File: config.mk
export PLATFORM = sky130hd
export DESIGN_NAME = keyed_cfg_port
export DESIGN_NICKNAME = d
export VERILOG_FILES = /design/src/rtl/keyed_cfg_pkg.sv /design/src/rtl/keyed_cfg_fsm.sv /design/src/rtl/keyed_cfg_dev_bank.sv /design/src/rtl/keyed_cfg_aux_bank.sv /design/src/rtl/keyed_cfg_port.sv
export SDC_FILE = /design/constraint.sdc
export NUM_CORES = 1
export LEC_CHECK = 0
export CAP_MARGIN = 20
export CORE_ASPECT_RATIO = 1.5
export CORE_MARGIN = 8
export CORE_UTILIZATION = 35
export CTS_CLUSTER_DIAMETER = 80
export CTS_CLUSTER_SIZE = 12
export DETAILED_ROUTE_END_ITERATION = 16
export PLACE_DENSITY = 0.55
export SYNTH_ARGS = -nofsm -noshare
export SYNTH_HDL_FRONTEND = slang
export SYNTH_SLANG_ARGS = --single-unit
File: constraint.sdc
create_clock -name clk -period 5.7 [get_ports clk]
set_clock_uncertainty 0.2 [all_clocks]
set_input_delay 1.14 -clock clk [delete_from_list [all_inputs] [get_ports clk]]
set_output_delay 1.14 -clock clk [all_outputs]
set_load 0.02 [all_outputs]
File: src/rtl/keyed_cfg_pkg.sv
package keyed_cfg_pkg;

    typedef enum logic [1:0] {
        ST_RUN      = 2'd0,
        ST_CFG_OPEN = 2'd1,
        ST_CFG_SEL  = 2'd2
    } cfg_state_e;

    localparam logic [7:0] IX_LDN    = 8'h07;
    localparam logic [7:0] IX_DEVID  = 8'h20;
    localparam logic [7:0] IX_DEVREV = 8'h21;
    localparam logic [7:0] IX_ACT    = 8'h30;
    localparam logic [7:0] IX_B0_HI  = 8'h60;
    localparam logic [7:0] IX_B0_LO  = 8'h61;
    localparam logic [7:0] IX_B1_HI  = 8'h62;
    localparam logic [7:0] IX_B1_LO  = 8'h63;
    localparam logic [7:0] IX_IRQ0   = 8'h70;
    localparam logic [7:0] IX_IRQ1   = 8'h72;

endpackage

File: src/rtl/keyed_cfg_fsm.sv
module keyed_cfg_fsm
    import keyed_cfg_pkg::*;
#(
    parameter logic [7:0] KEY_UNLOCK = 8'h55,
    parameter logic [7:0] KEY_LOCK   = 8'hAA
) (
    input  logic       clk,
    input  logic       rst_n,
    input  logic       idx_wr,
    input  logic [7:0] wdata,
    output cfg_state_e state,
    output logic [7:0] index,
    output logic       data_en
);

    cfg_state_e state_q, state_d;
    logic [7:0] index_q;

    // state register
    always_ff @(posedge clk) begin
        if (!rst_n) state_q <= ST_RUN;
        else        state_q <= state_d;
    end

    // next state
    always_comb begin
        state_d = state_q;
        unique case (state_q)
            ST_RUN: begin
                if (idx_wr && wdata == KEY_UNLOCK) state_d = ST_CFG_OPEN;   // T_UNLOCK
            end
            ST_CFG_OPEN, ST_CFG_SEL: begin
                if (idx_wr) begin
                    if (wdata == KEY_LOCK) state_d = ST_RUN;                // T_LOCK
                    else                   state_d = ST_CFG_SEL;            // T_SELECT / T_RESELECT
                end
            end
            default: state_d = ST_RUN;
        endcase
    end

    // latched index
    always_ff @(posedge clk) begin
        if (!rst_n) begin
            index_q <= 8'h00;
        end else if (state_q == ST_RUN) begin
            index_q <= 8'h00;
        end else if (idx_wr && wdata != KEY_LOCK) begin
            index_q <= wdata;
        end
    end

    // outputs
    always_comb begin
        state   = state_q;
        index   = index_q;
        data_en = (state_q == ST_CFG_SEL);
    end

    AST_RUN_HOLDS: assert property (@(posedge clk) disable iff (!rst_n)
        (state_q == ST_RUN && !(idx_wr && wdata == KEY_UNLOCK)) |=> state_q == ST_RUN);
    AST_UNLOCK_OPENS: assert property (@(posedge clk) disable iff (!rst_n)
        (state_q == ST_RUN && idx_wr && wdata == KEY_UNLOCK) |=> state_q == ST_CFG_OPEN);
    AST_LOCK_CLOSES: assert property (@(posedge clk) disable iff (!rst_n)
        (state_q != ST_RUN && idx_wr && wdata == KEY_LOCK) |=> state_q == ST_RUN);
    AST_INDEX_KEPT: assert property (@(posedge clk) disable iff (!rst_n)
        (state_q == ST_CFG_SEL && !idx_wr) |=> $stable(index_q));

endmodule

File: src/rtl/keyed_cfg_dev_bank.sv
module keyed_cfg_dev_bank
    import keyed_cfg_pkg::*;
#(
    parameter int BASE_W = 16,
    parameter int IRQ_W  = 8
) (
    input  logic              clk,
    input  logic              rst_n,
    input  logic              wr_en,
    input  logic [7:0]        index,
    input  logic [7:0]        wdata,
    output logic [7:0]        rd_byte,
    output logic              act,
    output logic [BASE_W-1:0] base0,
    output logic [BASE_W-1:0] base1,
    output logic [IRQ_W-1:0]  irq0,
    output logic [IRQ_W-1:0]  irq1
);

    logic              act_q;
    logic [BASE_W-1:0] base0_q, base1_q;
    logic [IRQ_W-1:0]  irq0_q, irq1_q;

    always_ff @(posedge clk) begin
        if (!rst_n) begin
            act_q   <= 1'b0;
            base0_q <= '0;
            base1_q <= '0;
            irq0_q  <= '0;
            irq1_q  <= '0;
        end else if (wr_en) begin
            case (index)
                IX_ACT:   act_q          <= wdata[0];
                IX_B0_HI: base0_q[15:8]  <= wdata;
                IX_B0_LO: base0_q[7:0]   <= wdata;
                IX_B1_HI: base1_q[15:8]  <= wdata;
                IX_B1_LO: base1_q[7:0]   <= wdata;
                IX_IRQ0:  irq0_q         <= wdata[IRQ_W-1:0];
                IX_IRQ1:  irq1_q         <= wdata[IRQ_W-1:0];
                default:  ;
            endcase
        end
    end

    always_comb begin
        case (index)
            IX_ACT:   rd_byte = {7'b0, act_q};
            IX_B0_HI: rd_byte = base0_q[15:8];
            IX_B0_LO: rd_byte = base0_q[7:0];
            IX_B1_HI: rd_byte = base1_q[15:8];
            IX_B1_LO: rd_byte = base1_q[7:0];
            IX_IRQ0:  rd_byte = 8'(irq0_q);
            IX_IRQ1:  rd_byte = 8'(irq1_q);
            default:  rd_byte = 8'h00;
        endcase
    end

    assign act   = act_q;
    assign base0 = base0_q;
    assign base1 = base1_q;
    assign irq0  = irq0_q;
    assign irq1  = irq1_q;

    AST_ACT_FOLLOWS_WRITE: assert property (@(posedge clk) disable iff (!rst_n)
        (wr_en && index == IX_ACT) |=> act == $past(wdata[0]));
    AST_ACT_RETAINED: assert property (@(posedge clk) disable iff (!rst_n)
        !(wr_en && index == IX_ACT) |=> $stable(act));
    AST_BASE0_RETAINED: assert property (@(posedge clk) disable iff (!rst_n)
        !wr_en |=> $stable(base0));

endmodule

File: src/rtl/keyed_cfg_aux_bank.sv
module keyed_cfg_aux_bank #(
    parameter logic [7:0] AUX_FIRST = 8'hC0,
    parameter int         AUX_COUNT = 48
) (
    input  logic       clk,
    input  logic       rst_n,
    input  logic       wr_en,
    input  logic [7:0] index,
    input  logic [7:0] wdata,
    output logic [7:0] rd_byte
);

    localparam int AW = (AUX_COUNT > 1) ? $clog2(AUX_COUNT) : 1;
    localparam logic [8:0] AUX_END = 9'(AUX_FIRST) + 9'(AUX_COUNT);

    logic [7:0] mem_q [AUX_COUNT];
    logic       in_range;
    logic [7:0] off_full;
    logic [AW-1:0] off;

    assign in_range = (index >= AUX_FIRST) && ({1'b0, index} < AUX_END);
    assign off_full = index - AUX_FIRST;
    assign off      = off_full[AW-1:0];

    always_ff @(posedge clk) begin
        if (!rst_n) begin
            for (int i = 0; i < AUX_COUNT; i++) mem_q[i] <= 8'h00;
        end else if (wr_en && in_range) begin
            mem_q[off] <= wdata;
        end
    end

    assign rd_byte = in_range ? mem_q[off] : 8'h00;

    AST_AUX_OUT_OF_RANGE_ZERO: assert property (@(posedge clk) disable iff (!rst_n)
        !in_range |-> rd_byte == 8'h00);

endmodule

File: src/rtl/keyed_cfg_port.sv
module keyed_cfg_port
    import keyed_cfg_pkg::*;
#(
    parameter int            NUM_LDN    = 8,
    parameter logic [7:0]    VALID_LDN  = 8'hBE,
    parameter logic [7:0]    AUX_LDN    = 8'h08,
    parameter logic [7:0]    AUX_FIRST  = 8'hC0,
    parameter int            AUX_COUNT  = 48,
    parameter logic [7:0]    DEV_ID     = 8'h30,
    parameter logic [7:0]    DEV_REV    = 8'h01,
    parameter logic [7:0]    KEY_UNLOCK = 8'h55,
    parameter logic [7:0]    KEY_LOCK   = 8'hAA,
    parameter int            BASE_W     = 16,
    parameter int            IRQ_W      = 8
) (
    input  logic                      clk,
    input  logic                      rst_n,
    input  logic                      io_wr,
    input  logic                      io_rd,
    input  logic                      io_addr,
    input  logic [7:0]                io_wdata,
    output logic [7:0]                io_rdata,
    output logic [NUM_LDN-1:0]        dev_enable,
    output logic [NUM_LDN*BASE_W-1:0] dev_base0,
    output logic [NUM_LDN*BASE_W-1:0] dev_base1,
    output logic [NUM_LDN*IRQ_W-1:0]  dev_irq0,
    output logic [NUM_LDN*IRQ_W-1:0]  dev_irq1
);

    cfg_state_e state;
    logic [7:0] index;
    logic       data_en;
    logic       idx_wr, dat_wr;
    logic [7:0] ldn_q;
    logic [7:0] bank_rd [NUM_LDN];
    logic [7:0] dev_rd, aux_rd;

    assign idx_wr = io_wr && !io_addr;
    assign dat_wr = io_wr && io_addr && data_en;

    keyed_cfg_fsm #(
        .KEY_UNLOCK (KEY_UNLOCK),
        .KEY_LOCK   (KEY_LOCK)
    ) u_fsm (
        .clk     (clk),
        .rst_n   (rst_n),
        .idx_wr  (idx_wr),
        .wdata   (io_wdata),
        .state   (state),
        .index   (index),
        .data_en (data_en)
    );

    // logical device number
    always_ff @(posedge clk) begin
        if (!rst_n)                          ldn_q <= 8'h00;
        else if (dat_wr && index == IX_LDN)  ldn_q <= io_wdata;
    end

    for (genvar g = 0; g < NUM_LDN; g++) begin : g_bank
        if (VALID_LDN[g]) begin : g_real
            keyed_cfg_dev_bank #(
                .BASE_W (BASE_W),
                .IRQ_W  (IRQ_W)
            ) u_bank (
                .clk     (clk),
                .rst_n   (rst_n),
                .wr_en   (dat_wr && ldn_q == 8'(g)),
                .index   (index),
                .wdata   (io_wdata),
                .rd_byte (bank_rd[g]),
                .act     (dev_enable[g]),
                .base0   (dev_base0[g*BASE_W +: BASE_W]),
                .base1   (dev_base1[g*BASE_W +: BASE_W]),
                .irq0    (dev_irq0[g*IRQ_W +: IRQ_W]),
                .irq1    (dev_irq1[g*IRQ_W +: IRQ_W])
            );
        end else begin : g_none
            assign bank_rd[g]                   = 8'h00;
            assign dev_enable[g]                = 1'b0;
            assign dev_base0[g*BASE_W +: BASE_W] = '0;
            assign dev_base1[g*BASE_W +: BASE_W] = '0;
            assign dev_irq0[g*IRQ_W +: IRQ_W]    = '0;
            assign dev_irq1[g*IRQ_W +: IRQ_W]    = '0;
        end
    end

    keyed_cfg_aux_bank #(
        .AUX_FIRST (AUX_FIRST),
        .AUX_COUNT (AUX_COUNT)
    ) u_aux (
        .clk     (clk),
        .rst_n   (rst_n),
        .wr_en   (dat_wr && ldn_q == AUX_LDN),
        .index   (index),
        .wdata   (io_wdata),
        .rd_byte (aux_rd)
    );

    always_comb begin
        dev_rd = 8'h00;
        for (int g = 0; g < NUM_LDN; g++) begin
            if (ldn_q == 8'(g)) dev_rd = bank_rd[g];
        end
    end

    // read mux
    always_comb begin
        if (!data_en) begin
            io_rdata = 8'hFF;
        end else begin
            case (index)
                IX_LDN:    io_rdata = ldn_q;
                IX_DEVID:  io_rdata = DEV_ID;
                IX_DEVREV: io_rdata = DEV_REV;
                default:   io_rdata = (ldn_q == AUX_LDN) ? aux_rd : dev_rd;
            endcase
        end
    end

    AST_LOCKED_READS_FF: assert property (@(posedge clk) disable iff (!rst_n)
        (io_rd && io_addr && state == ST_RUN) |-> io_rdata == 8'hFF);
    AST_LDN_KEPT: assert property (@(posedge clk) disable iff (!rst_n)
        !(dat_wr && index == IX_LDN) |=> $stable(ldn_q));
    AST_RUN_NO_ENABLE_CHANGE: assert property (@(posedge clk) disable iff (!rst_n)
        (state == ST_RUN) |=> $stable(dev_enable));

endmodule

; Word level (Yosys, flattened, before mapping)
; Memories as Yosys holds them, arrays and structs flattened.
; Index checks and enable logic that the tools add are counted.
[word_totals]
reg_bits = 312
latch_bits = 0
mem_bits_rw = 384
rom_bits = 0
out_inout_bits = 400
elab_cells = 166
n_memories = 1
[classes]
addsub = 1
n_mul = 0
div_mod_pow = 0
order_cmp = 2
n_eq_ne = 25
shifts = 0
mux = 28
bitwise = 1
n_reduce_logical = 63
[mem_list]
columns = name, depth, word_bits, rd, rd_clocked_by_memory_dff, wr, line_no
row1 = u_aux.mem_q, 48, 8, 1, 0, 48, keyed_cfg_aux_bank.sv:16  ; logic [7:0] mem_q [AUX_COUNT];
[op_table]
columns = op, n
row1 = one-hot mux 8 bit (7 select lines), 6
row2 = two-way mux 8 bit, 11
row3 = AND reduction 2 bit, 43
row4 = "== test 8 x 7 -> 1 bit, second input constant", 7
row5 = "== test 8 x 3 -> 1 bit, second input constant", 5
row6 = "== test 8 x 6 -> 1 bit, second input constant", 3
row7 = one-hot mux 8 bit (3 select lines), 1
row8 = "== test 8 x 2 -> 1 bit, second input constant", 2
row9 = logical AND 1 bit, 15
row10 = "== test 8 x 1 -> 1 bit, second input constant", 1
row11 = "== test 8 x 4 -> 1 bit, second input constant", 1
row12 = "== test 8 bit, second input constant", 1
row13 = "greater-or-equal comparator 8 bit, second input constant", 1
row14 = "less-than comparator 8 bit, second input constant", 1
row15 = "!= test 8 bit, second input constant", 1
row16 = OR reduction 8 bit, 1
row17 = two-way mux 2 bit, 3
row18 = two-way mux 6 bit, 1
row19 = "subtractor 6 x 1 -> 6 bit, second input constant", 1
row20 = two-way mux 1 bit, 5
row21 = "!= test 2 x 1 -> 1 bit, second input constant", 2
row22 = one-hot mux 2 bit (2 select lines), 1
row23 = OR reduction 2 bit, 2
row24 = "== test 2 x 1 -> 1 bit, second input constant", 1
row25 = 4 further kinds, 4

; Longest topological paths before layout
; Gate-level depths: netlist of the first run.
[depth]
word_depth = 12
mapped_depth = 11
mapped_depth_nobuf = 8

; Cells and area by module
; A second synthesis of the first run with hierarchy kept.
[hier_totals]
cells_unflattened = 2991
hier_area_um2 = 34521.9
[modules_own_cells]
columns = module, n_inst, cells_per_inst, area_per_inst_um2, seq_area_each_um2
row1 = keyed_cfg_aux_bank, 1, 1366, 18158.7, 11531.1
row2 = keyed_cfg_dev_bank, 6, 221, 2334.7, 980.9
row3 = keyed_cfg_port, 1, 249, 1898.1, 160.2
row4 = keyed_cfg_fsm, 1, 50, 456.7, 200.2

; Worst setup path after synthesis of the first run
; OpenSTA, ideal clock, no wires.
[synth_path]
path_type = register to output
start = reg with a tool-made name
end = out io_rdata[6]
arrival_time_ps = 2814
required_ps = 4360
path_slack_ps = 1546
stages_incl_launch_ff = 12
cell_sequence = dfxtp_1 > buf_2 > buf_2 > buf_2 > buf_2 > mux4_2 > a22oi_1 > o21ai_0 > a22oi_1 > nand4_1 > a31oi_1 > o21ai_0
[synth_rtl]
columns = element, line_no
row1 = "end, declared", keyed_cfg_port.sv:22  ; output logic [7:0] io_rdata,

; Worst setup path in the final report of the first run
[layout_path]
start = reg u_fsm.index_q[0], in the netlist u_fsm.index[0]
end = out io_rdata[0]
[layout_via]
elab_chain_cells = 12
[layout_rtl]
columns = element, line_no
row1 = "start, declared", keyed_cfg_fsm.sv:17  ; logic [7:0] index_q;
row2 = "start signal, assigned", keyed_cfg_fsm.sv:49  ; index_q <= wdata;
row3 = "parallel branches: the longest is 10 deep, another holds memory read (48 x 8 bit)", -
row4 = one-hot mux 8 bit (3 select lines) *, keyed_cfg_port.sv:112  ; case (index)
row5 = two-way mux 8 bit *, keyed_cfg_port.sv:109  ; if (!data_en) begin
; Every way passes the cells marked *.

==> results of run 1 <==
[flip-flops by register name, summed over array words and instances, names as in the netlist, named ones only]
register / count
g_bank.g_real.u_bank.act: 6
g_bank.g_real.u_bank.irq0: 48
u_aux.mem_q: 512
g_bank.g_real.u_bank.base1: 96
u_fsm.index: 8
g_bank.g_real.u_bank.base0: 96
ldn_q: 8
g_bank.g_real.u_bank.irq1: 48
u_fsm.state: 2
[kinds of logic after synthesis]
family	after synthesis
DFF	830
and+or+nand+nor	1188
muxes	223
buffers and inverters	380
other	1
AOI/OAI and AO/OA	581
adders and majority gates	2
[final timing paths]
kind / startpoint / endpoint / slack, ps
max: u_fsm.index[0] / io_rdata[0] / 130
min: g_bank[7].g_real.u_bank.base1[15] / g_bank[7].g_real.u_bank.base1[15] / 270
max reg2reg: ldn_q[7] / u_aux.mem_q[43][1] / 1750
min reg2reg: g_bank[7].g_real.u_bank.base1[15] / g_bank[7].g_real.u_bank.base1[15] / 270
[area by class of cell]
class	count	area, um2	area share (%)
Timing Repair Buffer	455	4262	9.564
Multi-Input combinational cell	2220	14590	32.74
Antenna cell	1	2.502	0.005616
Clock inverter	4	45.04	0.1011
Tap cell	1406	1759	3.948
Inverter	6	30.03	0.06739
Clock buffer	101	2123	4.765
Sequential cell	830	21750	48.81
[metrics by stage]
stage / power [uW] / hold slack (ps) / area [um2] / util (%) / instances
floorplan: 7104 / 249.4 / 38150 / - / 3430
global placement: 7259 / 255.9 / 42370 / 40.13 / 4915
detailed placement: 7269 / 263.3 / 42370 / 40.13 / 4915
CTS: 12090 / 272.1 / 44540 / 42.18 / 5020
global route: 12330 / 289.4 / 44560 / 42.20 / 5022
finish: 12000 / 273.3 / 44560 / 42.20 / 5023
[routing by layer]
| layer | wire length (um) | share of wire, % | up-vias | global-route usage [%] |
|---|---|---|---|---|
| li1 | - | - | 12080 | - |
| met3 | 8993 | 7.0 | 245 | 3.769 |
| met2 | 65530 | 51 | 1092 | 37.86 |
| met4 | 6657 | 5.2 | 0 | 10.32 |
| met5 | 0 | 0 | - | 0 |
| met1 | 46660 | 36 | 13260 | 23.51 |
[worst max-delay path, stage by stage (launching register included)]
cell and delay [ps]:
dfxtp_1 490, nor4_2 500, buf_4 340, and4b_1 670, a22oi_1 150, a31oi_1 370
a221o_1 240, o2111ai_1 220, nand3_1 360, buf_4 220
[report_power, final]
part           switching, uW  internal, uW
Sequential              58.7          6580
Combinational            366           137
Clock                   2270          2590
Total                   2690          9300
[cell usage in the layout (no fill, tap or decap), drive strengths merged, types with 5 or more instances in the layout]
cell,n
a22oi,77
inv,9
clkdlybuf4s50,296
nand2b,15
edfxtp,512
buf,159
and3,7
conb,226
clkbuf,101
nor2b,10
mux2i,74
a21oi,286
mux4,142
nor4,6
nor2,109
dfxtp,318
mux2,7
a31oi,14
nor3,9
a221oi,32
nand3,216
a22o,29
nand2,399
and2,393
nand4,7
o21ai,100
a21bo,5
a222oi,25
==> results, run 1 <==
- The run finished with clean final reports.
- The compound-cell area share of the yosys netlist is 9.485%.
- The aggregate global-route resource usage is 21.00%.
- Yosys attributes the largest share of cell area to edfxtp_1 41%, dfxtp_1 17%, mux4_2 8.6%, and2_1 6.6%, nand2_1 4.0%.
- The number of DRC markers after the initial detailed-route iteration is 2,703.
- The clock slew at the register clock pins of the worst setup and hold paths is 60 ps.
- Counting along the longest clock path gives a buffer depth of 3.
- The distinct cell type count after synthesis is 59.
- The total routed wirelength is 127,800 um.
- The synthesized netlist occupies a cell area of 37,300 um2.
- Of the post-synthesis cell area, the dominant cell type holds 41.21%.
- The first global-routing pass estimated 183,800 um of wire.
- The HPWL after detailed placement is 91,190 um.
- The maximum clock frequency is 0.1795 GHz.
- The library cell with the largest summed area after synthesis is edfxtp_1.
- The number of filler cells placed in the layout is 9,982.
- The setup slack after placement is 821.7 ps.
- The number of hold buffers added after CTS was 0.
- The worst-skew pair later-pin latency is 660 ps.
- The number of antenna violations at the first check in global routing is 1.
- After layout, the worst path uses 97.75% of the clock period.
- The port buffer count is 313.
- The pin count of the biggest net entering global routing is 96.
- The most common cell in the synthesized netlist is edfxtp_1.
- The via total after detailed routing is 26,680.
- After clock tree synthesis, the repair step resized 0 gates.
- Of all nets on the critical path, the largest fanout is 14.
- The clock period could shrink to 5572 ps.
- The worst hold path was traced through 2 stages.
- The total of max-cap violations is 0.
- The count of mapped cells out of synthesis is 3,205.
- The count of pins over their slew limit was 0.
- The initial utilization of the core area, before any placement, comes to 35.33%.
- Yosys mapped a number of flops with a built-in enable equal to 512.
- The core outline area is 105,600 um2.
- The placement row count is 146.
- For the pin with the worst max-slew slack, the measured transition is 1154 ps.
- Setup violations remaining at the end of the flow were counted as 0.
- In this run the remaining antenna-violating nets after routing total 0.
- The die boundary width is 282.6 um.
- For this design the top-level I/O count stands at 413.
- The buffer count from post-CTS setup fixing is 0.
- The die height is 415.8 um.
- The main combinational cell family by area after synthesis is simple AND/OR/NAND/NOR gates.
- For this run, the register share of the synthesized area comes to 58.28%.
- The relative slew slack is 22.78%.
- The leading register cell type out of synthesis is edfxtp_1.
- The XOR/XNOR share of the synthesized area is 0%.
- By startpoint and endpoint, the worst setup path is classified as flop to output pin.
- The cell leakage power is 0.01444 uW.
- The area growth from synthesis to layout is 19.45%.
- Power spread over the standard cell area amounts to 269.2 nW/um2.
- For this run, the number of Yosys warnings is 0.
- The register bit count reported by yosys is 830.
- Setup repair after global routing left no endpoint under its margin.
- Of the total synthesized cell area, the portion taken by full adders, half adders and majority gates is 0.06708%.
- The count of cells along the worst register-to-register path is 6.
- After detailed routing, the number of vias per cell comes to 5.311.
- The worst hold path belongs to the class flop to flop.
- The total global routing overflow is 0.
- For the worst setup path, the data required time is 4360 ps.
- Data arrives at the worst endpoint at 4230 ps.
- The first-pass iteration count of the detailed router is 6.
- The average instance area after synthesis is 11.64 um2.
- TritonCTS built the clock tree.
- The number of nets in the layout is 3,607.
- Summed over all failing endpoints, the final setup total negative slack is 0 ps.
- The floorplan step defined a die boundary enclosing 117,500 um2.
- The sink count of the clock tree is 830.
- After Yosys synthesis, and, or, nand and nor cells account for 16.31% of the synthesized area.
- The post-detailed-route DRC marker count is 0.
- Setup slack on the critical path of the routed design comes to 128.0 ps.
- The portion of netlist area occupied by mux cells is 10.77%.
- The proportion of layout cells with a drive suffix above 1 is 12.36%.
- Buffers inserted during clock tree synthesis total 79.
- The nature of the critical path endpoint is an output pin.
- The deepest level of the CTS H-tree is 3.
- The root cell of the clock tree is clkbuf_16.
- The final estimated routing congestion in global placement is 0.8822.
- The number of failing hold endpoints at the final stage is 0.
- Counting instances in the post-synthesis netlist gives the leading cell types as 512 x edfxtp_1, 396 x nand2_1, 393 x and2_1, 318 x dfxtp_1, 286 x a21oi_1.
- The launching element type of the critical path is a flop.
- Dividing the detail-routed wire length by the instance count gives 25.45 um.
- The worst-case IR drop observed on VDD is 0.0001747 V.
- The via count of the first global-routing pass is 26,510.
- In the synthesized netlist the async set-or-reset flop fraction comes to 0%.
Power figures use the tool's default switching activity.
==> inputs of run 2 (changes only) <==
--- a/config.mk
+++ b/config.mk
@@ -13,6 +13,7 @@
 export CTS_CLUSTER_SIZE = 12
 export DETAILED_ROUTE_END_ITERATION = 16
 export PLACE_DENSITY = 0.55
+export SLEW_MARGIN = 20
 export SYNTH_ARGS = -nofsm -noshare
 export SYNTH_HDL_FRONTEND = slang
 export SYNTH_SLANG_ARGS = --single-unit
==> run 2 against run 1 <==
Against the previous run: register-to-register slack barely moved; routed wire length barely moved; via count barely moved; total power barely moved; non-clock buffer count fell by 2; cell count barely moved; combinational power barely moved; maximum frequency rose by 0.26%; setup slack improved by 15 ps; die area did not move.
==> results, run 2 (same netlist as run 1, synthesis figures left out) <==
- The flow ran to the end, and the final reports show no timing, DRC or antenna violations.
- The library cell used most frequently in the layout, excluding fill and tap cells, is edfxtp_1.
- The die height is 415.8 um (unchanged).
- The reg-to-reg setup timing slack is 1760 ps (about the same).
- The worst setup path is of the flop to output pin kind.
- The count of pins over their slew limit is 0 (unchanged).
- The sink count of the clock tree came to 830 (unchanged).
- The worst hold path belongs to the class flop to flop.
- The relative slew slack is 24.10% (+1.3 points).
- The multi-input logic area is 14,590 um2 (unchanged).
- The number of standard cells in the final layout excluding fillers is 5,021 (-0.040%).
- The aggregate global-route resource usage was 21.00% (unchanged).
- The die area is 117,500 um2 (unchanged).
- The port buffer count is 313 (unchanged).
- The capture point of the worst reg-to-reg path is u_aux.mem_q[43][1].
- The post-route clock period utilization is 97.50% (-0.26 points).
- The pin count of the biggest net entering global routing is 96 (unchanged).
- The number of DRC markers after the initial detailed-route iteration is 2,738 (+1.3%).
- The final total negative setup slack is 0 ps (unchanged).
- In this run the critical register-to-register path is launched from ldn_q[7].
- The area added between synthesis and finish is 19.42% (about the same).
- The number of failing hold endpoints at the final stage was 0 (unchanged).
- The final estimated routing congestion in global placement is 0.8822 (unchanged).
- The slew at the pin closest to its max-slew limit is 1134 ps (-19.61 ps).
- The via density per instance was 5.317 (+0.11%).
- The most critical setup path has its startpoint at u_fsm.index[0].
- The depth of the worst hold-timing path is 2 (unchanged).
- The number of filler cells placed in the layout is 9,982 (unchanged).
- The clock slew at the register clock pins of the worst setup and hold paths came to 60 ps (about the same).
- The average detailed-routed wire length per instance is 25.46 um (about the same).
- The setup slack after placement is 821.7 ps (unchanged).
- The number of flip-flops in the largest register is 512 (unchanged).
- The minimum setup slack in the final design came to 142.7 ps (+14.70 ps).
- The number of antenna violations at the first check in global routing is 1 (unchanged).
- The cell leakage power came to 0.01444 uW (about the same).
- The total of hold buffers inserted after clock tree synthesis came to 0 (unchanged).
- The worst setup path is captured at an output pin.
- Setup repair after global routing left no endpoint under its margin.
- The proportion of layout cells with a drive suffix above 1 was 12.31% (-0.048 points).
- The final count of negative-setup-slack endpoints was 0 (unchanged).
- The number of buffers added by the clock tree synthesis step was 79 (unchanged).
- The HPWL after detailed placement is 91,190 um (unchanged).
- The total placed cells including tap cells was 4,915 (unchanged).
- The maximum clock frequency is 0.1799 GHz (+0.26%).
- The launching element type of the critical path is a flop.
- The capture point of the critical path is io_rdata[0].
- The number of ports placed on the die boundary is 413 (unchanged).
- The die boundary width is 282.6 um (unchanged).
- The count of cells along the worst register-to-register path came to 6 (unchanged).
- The peak supply drop is 0.0001747 V (about the same).
- The deepest level of the CTS H-tree is 3 (unchanged).
- TritonCTS built the clock tree.
- The number of nets still failing antenna checks after routing came to 0 (unchanged).
- The post-detailed-route DRC marker count is 0 (unchanged).
- The number of nets in the layout came to 3,605 (-0.055%).
- The total routed wirelength came to 127,800 um (about the same).
- The top cell types in the final layout, fill and taps aside, are 512 x edfxtp_1, 396 x nand2_1, 389 x and2_1.
- The first-pass iteration count of the detailed router was 6 (unchanged).
- The top fanout value on the critical path was 14 (unchanged).
- The via count of the first global-routing pass is 26,510 (unchanged).
- The minimum hold slack is 273.4 ps (+0.06000 ps).
- More flip-flops sit in one register than any other, and that register is u_aux.mem_q.
- The clock period minus final worst setup slack is 5557 ps (-14.70 ps).
- The worst-case clock buffer depth is 3 (unchanged).
- The worst endpoint data arrival time is 4220 ps (about the same).
- The total power per unit cell area is 269.3 nW/um2 (about the same).
- The worst-skew pair later-pin latency is 670 ps (about the same).
- The via total after detailed routing is 26,700 (+0.075%).
- The sequential standard cell area is 21,750 um2 (unchanged).
- The total of max-cap violations is 0 (unchanged).
- The placement row count was 146 (unchanged).
- The worst path required time is 4360 ps (about the same).
- The end-of-flow core utilization was 42.19% (about the same).
- The buffer count from post-CTS setup fixing is 0 (unchanged).
- The initial standard-cell utilization of the core is 35.33% (unchanged).
- CTS placed an instance of clkbuf_16 at the clock tree root.
- The launch point of the worst hold path is g_bank[7].g_real.u_bank.base1[15].
- The first-pass GRT wire length is 183,800 um (unchanged).
- The total global routing overflow came to 0 (unchanged).
- The core outline area is 105,600 um2 (unchanged).
[run 2: cell types whose count changed in the layout (fill, tap and decap cells not counted), sizes merged]
cell  change
buf       -2
[run 2: where the power goes]
part           internal, uW  switching [uW]
sequential             6580            58.9
combinational           137             365
clock                  2590            2270
total                  9300            2690
[run 2: what timing repair did]
item                                    CTS  global route
endpoints found under the setup margin    0             2
resized for setup                         0             1
hold endpoints to repair                  0             0
[run 2: worst max-delay path: stages, from the launching register on]
cell       delay [ps]
dfxtp_1           490
nor4_2            490
buf_4             330
and4b_1           680
a22oi_1           140
a31oi_1           370
a221o_1           230
o2111ai_1         220
nand3_1           380
buf_4             220
[run 2: worst min-delay path by stage]
stage / to / slack (ps)
2_1_floorplan: g_bank[4].g_real.u_bank.act / 250
3_3_place_gp: g_bank[7].g_real.u_bank.irq1[4] / 260
3_5_place_dp: g_bank[7].g_real.u_bank.base1[15] / 260
4_1_cts: g_bank[7].g_real.u_bank.base1[15] / 270
5_1_grt: g_bank[7].g_real.u_bank.base1[15] / 290
6_report: g_bank[7].g_real.u_bank.base1[15] / 270
[run 2: layout make-up]
| class | instances | area share (%) |
|---|---|---|
| well taps | 1406 | 3.949 |
| inverters | 6 | 0.06741 |
| flip-flops and latches | 830 | 48.82 |
| repair buffers | 453 | 9.544 |
| diodes | 1 | 0.005617 |
| multi-input cells | 2220 | 32.74 |
| clock buffers | 101 | 4.766 |
| clock inverters | 4 | 0.1011 |
[run 2: metal layers]
layer	global-route usage (%)	routed length, um	vias up
met5	0	0	-
met4	10.32	6758	0
met3	3.769	8796	255
met2	37.86	65450	1133
met1	23.51	46840	13240
li1	-	-	12070
[run 2: through the flow]
stage	area (um2)	total power [uW]
floorplan	38150	7104
global placement	42370	7259
detailed placement	42370	7269
CTS	44540	12090
global route	44550	12330
finish	44550	12000
